File: config.mk
export PLATFORM = sky130hd
export DESIGN_NAME = sdram_init_seq
export DESIGN_NICKNAME = d
export VERILOG_FILES = /design/src/rtl/sdram_init_pkg.sv /design/src/rtl/sdram_init_timer.sv /design/src/rtl/sdram_init_cmd_enc.sv /design/src/rtl/sdram_init_seq.sv
export SDC_FILE = /design/constraint.sdc
export NUM_CORES = 1
export LEC_CHECK = 0
export CORE_UTILIZATION = 30
export DETAILED_ROUTE_END_ITERATION = 8
export PLACE_DENSITY_LB_ADDON = 0.05
export SYNTH_ARGS = -nofsm -noshare
export SYNTH_HDL_FRONTEND = slang
export SYNTH_SLANG_ARGS = --single-unit
File: constraint.sdc
create_clock -name clk_i -period 2.3 [get_ports clk_i]
set_clock_uncertainty 0.2 [all_clocks]
set_input_delay 0.23 -clock clk_i [delete_from_list [all_inputs] [get_ports clk_i]]
set_output_delay 0.23 -clock clk_i [all_outputs]
set_load 0.03 [all_outputs]
File: src/rtl/sdram_init_pkg.sv
package sdram_init_pkg;
  typedef enum logic [3:0] {
    ST_PWR, ST_BOOT,
    ST_PRE, ST_WRP,
    ST_REF1, ST_WRF1,
    ST_REF2, ST_WRF2,
    ST_LMR, ST_WMR1,
    ST_LEMR, ST_WMR2,
    ST_DONE
  } step_e;

  // {cs_n, ras_n, cas_n, we_n}
  localparam logic [3:0] CMD_NOP = 4'b0111;
  localparam logic [3:0] CMD_PRE = 4'b0010;
  localparam logic [3:0] CMD_REF = 4'b0001;
  localparam logic [3:0] CMD_LMR = 4'b0000;
endpackage

File: src/rtl/sdram_init_timer.sv
module sdram_init_timer #(
  parameter int unsigned CNT_W = 8
) (
  input  logic             clk_i,
  input  logic             rst_ni,
  input  logic             load_i,
  input  logic [CNT_W-1:0] load_val_i,
  output logic             expired_o
);
  logic [CNT_W-1:0] cnt_q;

  always_ff @(posedge clk_i or negedge rst_ni) begin
    if (!rst_ni)             cnt_q <= '0;
    else if (load_i)         cnt_q <= load_val_i;
    else if (cnt_q != '0)    cnt_q <= cnt_q - 1'b1;
  end

  assign expired_o = (cnt_q == CNT_W'(1));

  p_no_wrap_r7: assert property (@(posedge clk_i) disable iff (!rst_ni)
    (cnt_q == '0 && !load_i) |=> (cnt_q == '0));
endmodule

File: src/rtl/sdram_init_cmd_enc.sv
module sdram_init_cmd_enc
  import sdram_init_pkg::*;
#(
  parameter int unsigned ADDR_W      = 12,
  parameter int unsigned BA_W        = 2,
  parameter int unsigned PRE_ALL_BIT = 10
) (
  input  step_e             step_i,
  input  logic [ADDR_W-1:0] mode_code_i,
  input  logic [ADDR_W-1:0] ext_code_i,
  output logic [3:0]        cmd_o,
  output logic [ADDR_W-1:0] addr_o,
  output logic [BA_W-1:0]   ba_o
);
  always_comb begin
    cmd_o  = CMD_NOP;
    addr_o = '0;
    ba_o   = '0;
    unique case (step_i)
      ST_PRE: begin
        cmd_o               = CMD_PRE;
        addr_o[PRE_ALL_BIT] = 1'b1;
      end
      ST_REF1, ST_REF2: cmd_o = CMD_REF;
      ST_LMR: begin
        cmd_o  = CMD_LMR;
        addr_o = mode_code_i;
      end
      ST_LEMR: begin
        cmd_o   = CMD_LMR;
        addr_o  = ext_code_i;
        ba_o[1] = 1'b1;
      end
      default: ;
    endcase
  end
endmodule

File: src/rtl/sdram_init_seq.sv
module sdram_init_seq
  import sdram_init_pkg::*;
#(
  parameter int unsigned ADDR_W      = 12,
  parameter int unsigned BA_W        = 2,
  parameter int unsigned PRE_ALL_BIT = 10,
  parameter int unsigned T_STARTUP   = 10000,
  parameter int unsigned T_RP        = 3,
  parameter int unsigned T_RFC       = 7,
  parameter int unsigned T_MRD       = 2
) (
  input  logic              clk_i,
  input  logic              rst_ni,
  input  logic              pwr_stable_i,
  input  logic [ADDR_W-1:0] mode_code_i,
  input  logic [ADDR_W-1:0] ext_code_i,
  output logic              cs_n_o,
  output logic              ras_n_o,
  output logic              cas_n_o,
  output logic              we_n_o,
  output logic [ADDR_W-1:0] addr_o,
  output logic [BA_W-1:0]   ba_o,
  output logic              cke_o,
  output logic              dqm_o,
  output logic              dq_oe_o,
  output logic              init_done_o
);
  localparam int unsigned T_GAP_MAX = (T_RP > T_RFC) ? ((T_RP > T_MRD) ? T_RP : T_MRD)
                                                     : ((T_RFC > T_MRD) ? T_RFC : T_MRD);
  localparam int unsigned T_MAX     = (T_STARTUP > T_GAP_MAX) ? T_STARTUP : T_GAP_MAX;
  localparam int unsigned T_MIN     = (T_RP < T_RFC) ? ((T_RP < T_MRD) ? T_RP : T_MRD)
                                                     : ((T_RFC < T_MRD) ? T_RFC : T_MRD);
  localparam int unsigned CNT_W     = $clog2(T_MAX + 1);

  step_e            state_q, state_d;
  logic             load;
  logic [CNT_W-1:0] load_val;
  logic             expired;
  logic [3:0]       cmd;

  always_ff @(posedge clk_i or negedge rst_ni) begin
    if (!rst_ni) state_q <= ST_PWR;
    else         state_q <= state_d;
  end

  // Command states load gap-1; a gap of 1 skips the wait state entirely.
  always_comb begin
    state_d  = state_q;
    load     = 1'b0;
    load_val = '0;
    unique case (state_q)
      ST_PWR: if (pwr_stable_i) begin
        state_d  = ST_BOOT;
        load     = 1'b1;
        load_val = CNT_W'(T_STARTUP);
      end
      ST_BOOT: if (expired) state_d = ST_PRE;
      ST_PRE: begin
        load     = 1'b1;
        load_val = CNT_W'(T_RP - 1);
        state_d  = (T_RP > 1) ? ST_WRP : ST_REF1;
      end
      ST_WRP:  if (expired) state_d = ST_REF1;
      ST_REF1: begin
        load     = 1'b1;
        load_val = CNT_W'(T_RFC - 1);
        state_d  = (T_RFC > 1) ? ST_WRF1 : ST_REF2;
      end
      ST_WRF1: if (expired) state_d = ST_REF2;
      ST_REF2: begin
        load     = 1'b1;
        load_val = CNT_W'(T_RFC - 1);
        state_d  = (T_RFC > 1) ? ST_WRF2 : ST_LMR;
      end
      ST_WRF2: if (expired) state_d = ST_LMR;
      ST_LMR: begin
        load     = 1'b1;
        load_val = CNT_W'(T_MRD - 1);
        state_d  = (T_MRD > 1) ? ST_WMR1 : ST_LEMR;
      end
      ST_WMR1: if (expired) state_d = ST_LEMR;
      ST_LEMR: begin
        load     = 1'b1;
        load_val = CNT_W'(T_MRD - 1);
        state_d  = (T_MRD > 1) ? ST_WMR2 : ST_DONE;
      end
      ST_WMR2: if (expired) state_d = ST_DONE;
      ST_DONE: state_d = ST_DONE;
      default: state_d = ST_PWR;
    endcase
  end

  sdram_init_timer #(.CNT_W(CNT_W)) u_timer (
    .clk_i      (clk_i),
    .rst_ni     (rst_ni),
    .load_i     (load),
    .load_val_i (load_val),
    .expired_o  (expired)
  );

  sdram_init_cmd_enc #(
    .ADDR_W      (ADDR_W),
    .BA_W        (BA_W),
    .PRE_ALL_BIT (PRE_ALL_BIT)
  ) u_enc (
    .step_i      (state_q),
    .mode_code_i (mode_code_i),
    .ext_code_i  (ext_code_i),
    .cmd_o       (cmd),
    .addr_o      (addr_o),
    .ba_o        (ba_o)
  );

  assign {cs_n_o, ras_n_o, cas_n_o, we_n_o} = cmd;
  assign cke_o       = (state_q != ST_PWR);
  assign init_done_o = (state_q == ST_DONE);
  assign dqm_o       = !init_done_o;
  assign dq_oe_o     = 1'b0;

  p_idle_quiet_r1: assert property (@(posedge clk_i) disable iff (!rst_ni)
    (state_q == ST_PWR) |-> (cmd == CMD_NOP && !cke_o && dqm_o && !init_done_o));
  p_boot_nop_r2: assert property (@(posedge clk_i) disable iff (!rst_ni)
    (state_q == ST_BOOT) |-> (cmd == CMD_NOP && cke_o && dqm_o));
  p_pre_all_r3: assert property (@(posedge clk_i) disable iff (!rst_ni)
    (cmd == CMD_PRE) |-> addr_o[PRE_ALL_BIT]);
  p_one_cycle_cmd_r7: assert property (@(posedge clk_i) disable iff (!rst_ni)
    (T_MIN > 1 && cmd != CMD_NOP) |=> (cmd == CMD_NOP));
  p_done_sticky_r8: assert property (@(posedge clk_i) disable iff (!rst_ni)
    init_done_o |=> init_done_o);
  p_done_quiet_r8: assert property (@(posedge clk_i) disable iff (!rst_ni)
    init_done_o |-> (cmd == CMD_NOP && cke_o && !dqm_o));
  p_lemr_done_r6: assert property (@(posedge clk_i) disable iff (!rst_ni)
    (T_MRD == 1 && state_q == ST_LEMR) |=> init_done_o);
endmodule

* After elaboration in Yosys (flattened, before gate mapping)
Cells that the tools add are included.
** Word-level totals
- Flip-flop bits (word level) :: 18
- Input bits :: 27
- Output and inout port bits :: 22
- Logic and storage cells :: 51
** Cells by class
- Add/subtract/negate cells :: 1
- Eq/ne operators :: 20
- Multiplexer cells :: 19
- Reduce and logical (&&, ||, !) cells :: 9
** Operator list (number)
- one-hot mux 14 bit (4 select lines) :: 1
- one-hot mux 4 bit (13 select lines) :: 1
- two-way mux 14 bit :: 3
- two-way mux 4 bit :: 7
- equality test 4 bit (second input constant) :: 5
- one-hot mux 10 bit (2 select lines) :: 1
- equality test 4 x 3 -> 1 bit (second input constant) :: 4
- equality test 14 x 1 -> 1 bit (second input constant) :: 1
- inequality test 2 bit (second input constant) :: 7
- nonzero test 14 bit :: 1
- subtractor 14 x 1 -> 14 bit (second input constant) :: 1
- one-hot mux 3 bit (3 select lines) :: 1
- equality test 4 x 2 -> 1 bit (second input constant) :: 2
- AND reduction 7 bit :: 1
- OR reduction 5 bit :: 1
- equality test 4 x 1 -> 1 bit (second input constant) :: 1
- zero test 4 bit :: 1
- one-hot mux 1 bit (2 select lines) :: 2
- nonzero test 4 bit :: 1
- OR reduction 2 bit :: 2
- one-hot mux 1 bit (3 select lines) :: 1
- two-way mux 1 bit :: 2
- nonzero test 2 bit :: 1
- zero test 1 bit :: 1

* Longest topological paths before layout
- Word-level depth :: 4
- Gate-level depth with buffers :: 7
- Mapped depth without buffers :: 6

* By module
A second synthesis with hierarchy kept.
** Unflattened totals
- Cells, all modules :: 176
- Area total of the unflattened synthesis :: 1495.2 µm²
** Modules (own cells, without submodules)
- sdram_init_timer :: times used 1, cells each 98, area an instance 912.1 µm², sequential area each 350.3 µm²
- sdram_init_seq :: times used 1, cells each 38, area an instance 307.8 µm², sequential area each 100.1 µm²
- sdram_init_cmd_enc :: times used 1, cells each 40, area an instance 275.3 µm², sequential area each 0.0 µm²

* Worst setup path after synthesis
Ideal clock, no wire load.
- Kind :: reg2out
- Start point :: register state_q[2]
- End point :: output port addr_o[11]
- Arrival :: 1888 ps
- Data required time :: 1870 ps
- Path slack :: -18 ps
- Cell stages (with the launch flop) :: 6
- Path buffers :: 2
- Cells stage by stage :: dfrtp_1 -> clkbuf_1 -> nand2b_1 -> nor3_1 -> clkbuf_1 -> a22o_1
** Between the ends
- Cells in the longest elaborated chain, start to end :: 2
- Elaborated cells on any way between the ends :: 3
- Those cells by class :: eq/ne: 2; mux: 1
** Ends and longest elaborated chain
- start, declared :: line sdram_init_seq.sv:35 : step_e state_q, state_d;
- start signal, assigned :: line sdram_init_seq.sv:43 : else state_q <= state_d;
- equality test 4 bit :: line sdram_init_cmd_enc.sv:19 : unique case (step_i)
- one-hot mux 1 bit (2 select lines) (*) :: line sdram_init_cmd_enc.sv:19
- end, declared :: line sdram_init_seq.sv:21 : output logic [ADDR_W-1:0] addr_o,
Every way passes the cells marked *; elsewhere a longest branch is shown, timed or not.

* Worst setup path after layout
- Start point :: register state_q[3]
- End point :: output port ras_n_o
** Between the ends
- Cells in the longest elaborated chain, start to end :: 3
- Elaborated cells on any way between the ends :: 8
- Those cells by class :: eq/ne: 5; mux: 1; reduce/logical: 2
** Ends and longest elaborated chain
- equality test 4 bit or equality test 4 x 3 -> 1 bit (tied branches) :: line sdram_init_cmd_enc.sv:19
- OR reduction 2 bit (no source line)
- one-hot mux 3 bit (3 select lines) (*) :: line sdram_init_cmd_enc.sv:19
- end, declared :: line sdram_init_seq.sv:18 : output logic ras_n_o,
Marked as above.

==> flow_summary.ini <==
[timing]
setup-violations-final = 0
timing_max_transition_violations_final = 0
final_period_minus_worst_setup_slack_ps = 2210
hold-worst-slack_ps = 103
finalSetupTns_ps = 0
grt_setup_unrepaired = false
timing_hold_violations_final = 0
layout_setup_ws_ps = 85.5
post-route-period-util = 0.963
max_freq_mhz = 452

[global_routing]
pin_count_of_the_biggest_net_entering_global_routing = 19
globalRouteTotalUtil = 0.171
global_route.overflow_total = 0
grt_pass1_vias = 1274
antenna_found_initial = 0
wire_length_of_the_first_global_routing_pass_mm = 5.79

[floorplanning]
die_height_um = 66.8
fp.dieArea_um2 = 4470
floorplan.core_area_um2 = 4030
std_cell_rows = 23
starting_density_of_the_core = 0.313
chipWidth_um = 66.8
ioPinCount = 49

[yosys]
syn-cell-area_um2 = 1260
synth.lib_cells_used.distinct = 42
postSynth.asyncResetShare = 1.00
mean_instance_size_in_the_synthesized_netlist_um2 = 8.64
synth-warning-count = 0
netlist_instances = 146
synth_top_flop_cell = sky130_fd_sc_hd__dfrtp_1
ys_seq_elements = 18
count_of_flip_flops_with_a_built_in_enable_after_synthesis = 0
synth_seq_area_share = 0.357

[route]
route.detailed.vias_per_inst = 5.29
finalWirelength_mm = 3.49
remaining_antenna_violation_count = 0
drcViolationCount = 0
drt_first_iter_violations = 91
detailroute.via_count = 1327
route.detailed.wl_per_inst_um = 13.9
detail_route.first_pass.iterations = 4

[pwr]
ir_worst_vdd_mv = 0.142
p_per_area_nw_per_um2 = 337
leakagePower_nw = 0.741
post-layout-total-power_mw = 0.633

[cts]
htree_num_levels = 1
cts.path.max_buffers = 2
cts.reportedPaths.clkPinSlew_ps = 70
clkLatencyLatePin_ps = 250
tritoncts = built
cts_sinks = 18
number_of_cts_inserted_buffers = 3
cts-hold-fix-buffers = 0
clock_tree.root_cell = sky130_fd_sc_hd__clkbuf_8

[setup_path]
worstPathArrival_ps = 1780
critPathMaxFanout = 6
setup.worst_path.start_class = flop
critical_path_class = flop to output port
critical_path.endpoint_type = output port
worst-endpoint-required_ps = 1870

[placed_design]
hpwlAfterDp_mm = 2.65
routabilityCongestion = 0.761
port_buffers = 45
preCtsSetupSlack_ps = 149

[final_layout]
final_nets = 231
most_common_library_cell_in_the_layout_ignoring_fill_and_taps = sky130_fd_sc_hd__clkdlybuf4s50_1
final_layout_size_suffix_gt1_frac = 0.204
layout.cells.most_common_list = sky130_fd_sc_hd__clkdlybuf4s50_1 (30), sky130_fd_sc_hd__buf_4 (26), sky130_fd_sc_hd__dfrtp_1 (16)
area_growth_pct = 49.2
layout.core_utilization = 0.467
antenna_cells_inserted = 0

[worst_hold_path]
worst_hold_path_type = input pin to asynchronous set/reset pin

[flow_run]
timing.max_cap.violations = 0

[status]
status = complete, no violations
-- registers in the layout, summed over array words and instances (netlist names) --
| name | flops |
|---|---|
| u_timer.cnt_q | 14 |
| state_q | 4 |
-- cells by family after synthesis --
family,Yosys count,synth area share
compound gates,39,0.213
xor+xnor,7,0.0486
fa+ha+maj,2,0.0198
buf+inv,16,0.0635
flops,18,0.357
mux,4,0.0347
other cells,1,0.00297
simple gates,59,0.260
-- routing by layer --
layer  track usage  wire length, um  vias up
li1              -                -      645
met1         0.207             1500      620
met2         0.298             1680       58
met3        0.0394              264        4
met4        0.0479               38        0
met5             0                0        -
-- synthesized netlist by cell type, types with 2 or more instances --
library cell | number | area (um2)
sky130_fd_sc_hd__a21oi_1 | 11 | 55.1
sky130_fd_sc_hd__a22o_1 | 11 | 96.3
sky130_fd_sc_hd__and2_1 | 2 | 12.5
sky130_fd_sc_hd__buf_4 | 3 | 22.5
sky130_fd_sc_hd__clkbuf_1 | 6 | 22.5
sky130_fd_sc_hd__dfrtp_1 | 18 | 450
sky130_fd_sc_hd__ha_1 | 2 | 25.0
sky130_fd_sc_hd__inv_1 | 5 | 18.8
sky130_fd_sc_hd__mux2_2 | 3 | 33.8
sky130_fd_sc_hd__nand2_1 | 11 | 41.3
sky130_fd_sc_hd__nand2b_1 | 4 | 25.0
sky130_fd_sc_hd__nand3_1 | 6 | 30.0
sky130_fd_sc_hd__nand3b_1 | 2 | 15.0
sky130_fd_sc_hd__nand4_1 | 4 | 25.0
sky130_fd_sc_hd__nor2_1 | 11 | 41.3
sky130_fd_sc_hd__nor3_1 | 4 | 20.0
sky130_fd_sc_hd__nor4_1 | 2 | 12.5
sky130_fd_sc_hd__o21a_1 | 2 | 15.0
sky130_fd_sc_hd__o21ai_0 | 5 | 25.0
sky130_fd_sc_hd__o22a_1 | 2 | 17.5
sky130_fd_sc_hd__o31ai_1 | 2 | 15.0
sky130_fd_sc_hd__or3_1 | 2 | 12.5
sky130_fd_sc_hd__or4_1 | 4 | 30.0
sky130_fd_sc_hd__xnor2_1 | 2 | 17.5
sky130_fd_sc_hd__xor2_1 | 5 | 43.8
-- path summary, 6_finish.rpt --
path	endpoint	depth (start not counted)	slack, ps	start
max	ras_n_o	5	90	state_q[3]$_DFFE_PN0P_
min	u_timer.cnt_q[10]$_DFFE_PN0P_	2	100	rst_ni
max reg2reg	u_timer.cnt_q[5]$_DFFE_PN0P_	6	200	u_timer.cnt_q[0]$_DFFE_PN0P_
min reg2reg	state_q[1]$_DFFE_PN0P_	1	330	state_q[3]$_DFFE_PN0P_
max in group asynchronous	state_q[2]$_DFFE_PN0P_	2	1580	rst_ni
min in group clk_i	state_q[1]$_DFFE_PN0P_	1	330	state_q[3]$_DFFE_PN0P_
-- per-stage QoR --
stage	area (um2)	instances
2_1_floorplan	1270	148
4_1_cts	1840	248
5_1_grt	1880	251
3_5_place_dp	1780	244
3_3_place_gp	1780	244
6_report	1880	251
-- repair_timing --
| action | CTS | global route |
|---|---|---|
| setup endpoints to repair | 2 | 2 |
| pin swaps | 0 | 0 |
| resized for setup | 3 | 4 |
| setup buffers | 0 | 3 |
-- critical path, stage by stage (launching register included) --
cell and delay, ps:
sky130_fd_sc_hd__dfrtp_2 450, sky130_fd_sc_hd__or4_4 540, sky130_fd_sc_hd__and2_4 180, sky130_fd_sc_hd__buf_4 150, sky130_fd_sc_hd__nand2_1 70, sky130_fd_sc_hd__buf_6 140
-- area by class of cell --
class | instances | area, um2
Clock buffer | 4 | 55.1
Fill cell | 393 | 2150
Inverter | 5 | 18.8
Multi-Input combinational cell | 114 | 744
Sequential cell | 18 | 453
Tap cell | 50 | 62.6
Timing Repair Buffer | 60 | 548
-- power by group --
part	switching, mW	leakage (nW)	internal (mW)
clock network	0.104	0.0288	0.152
registers	0	0.187	0.316
logic	0.0198	0.525	0.0408
total	0.124	0.741	0.509
(Power assumes the default switching activity.)
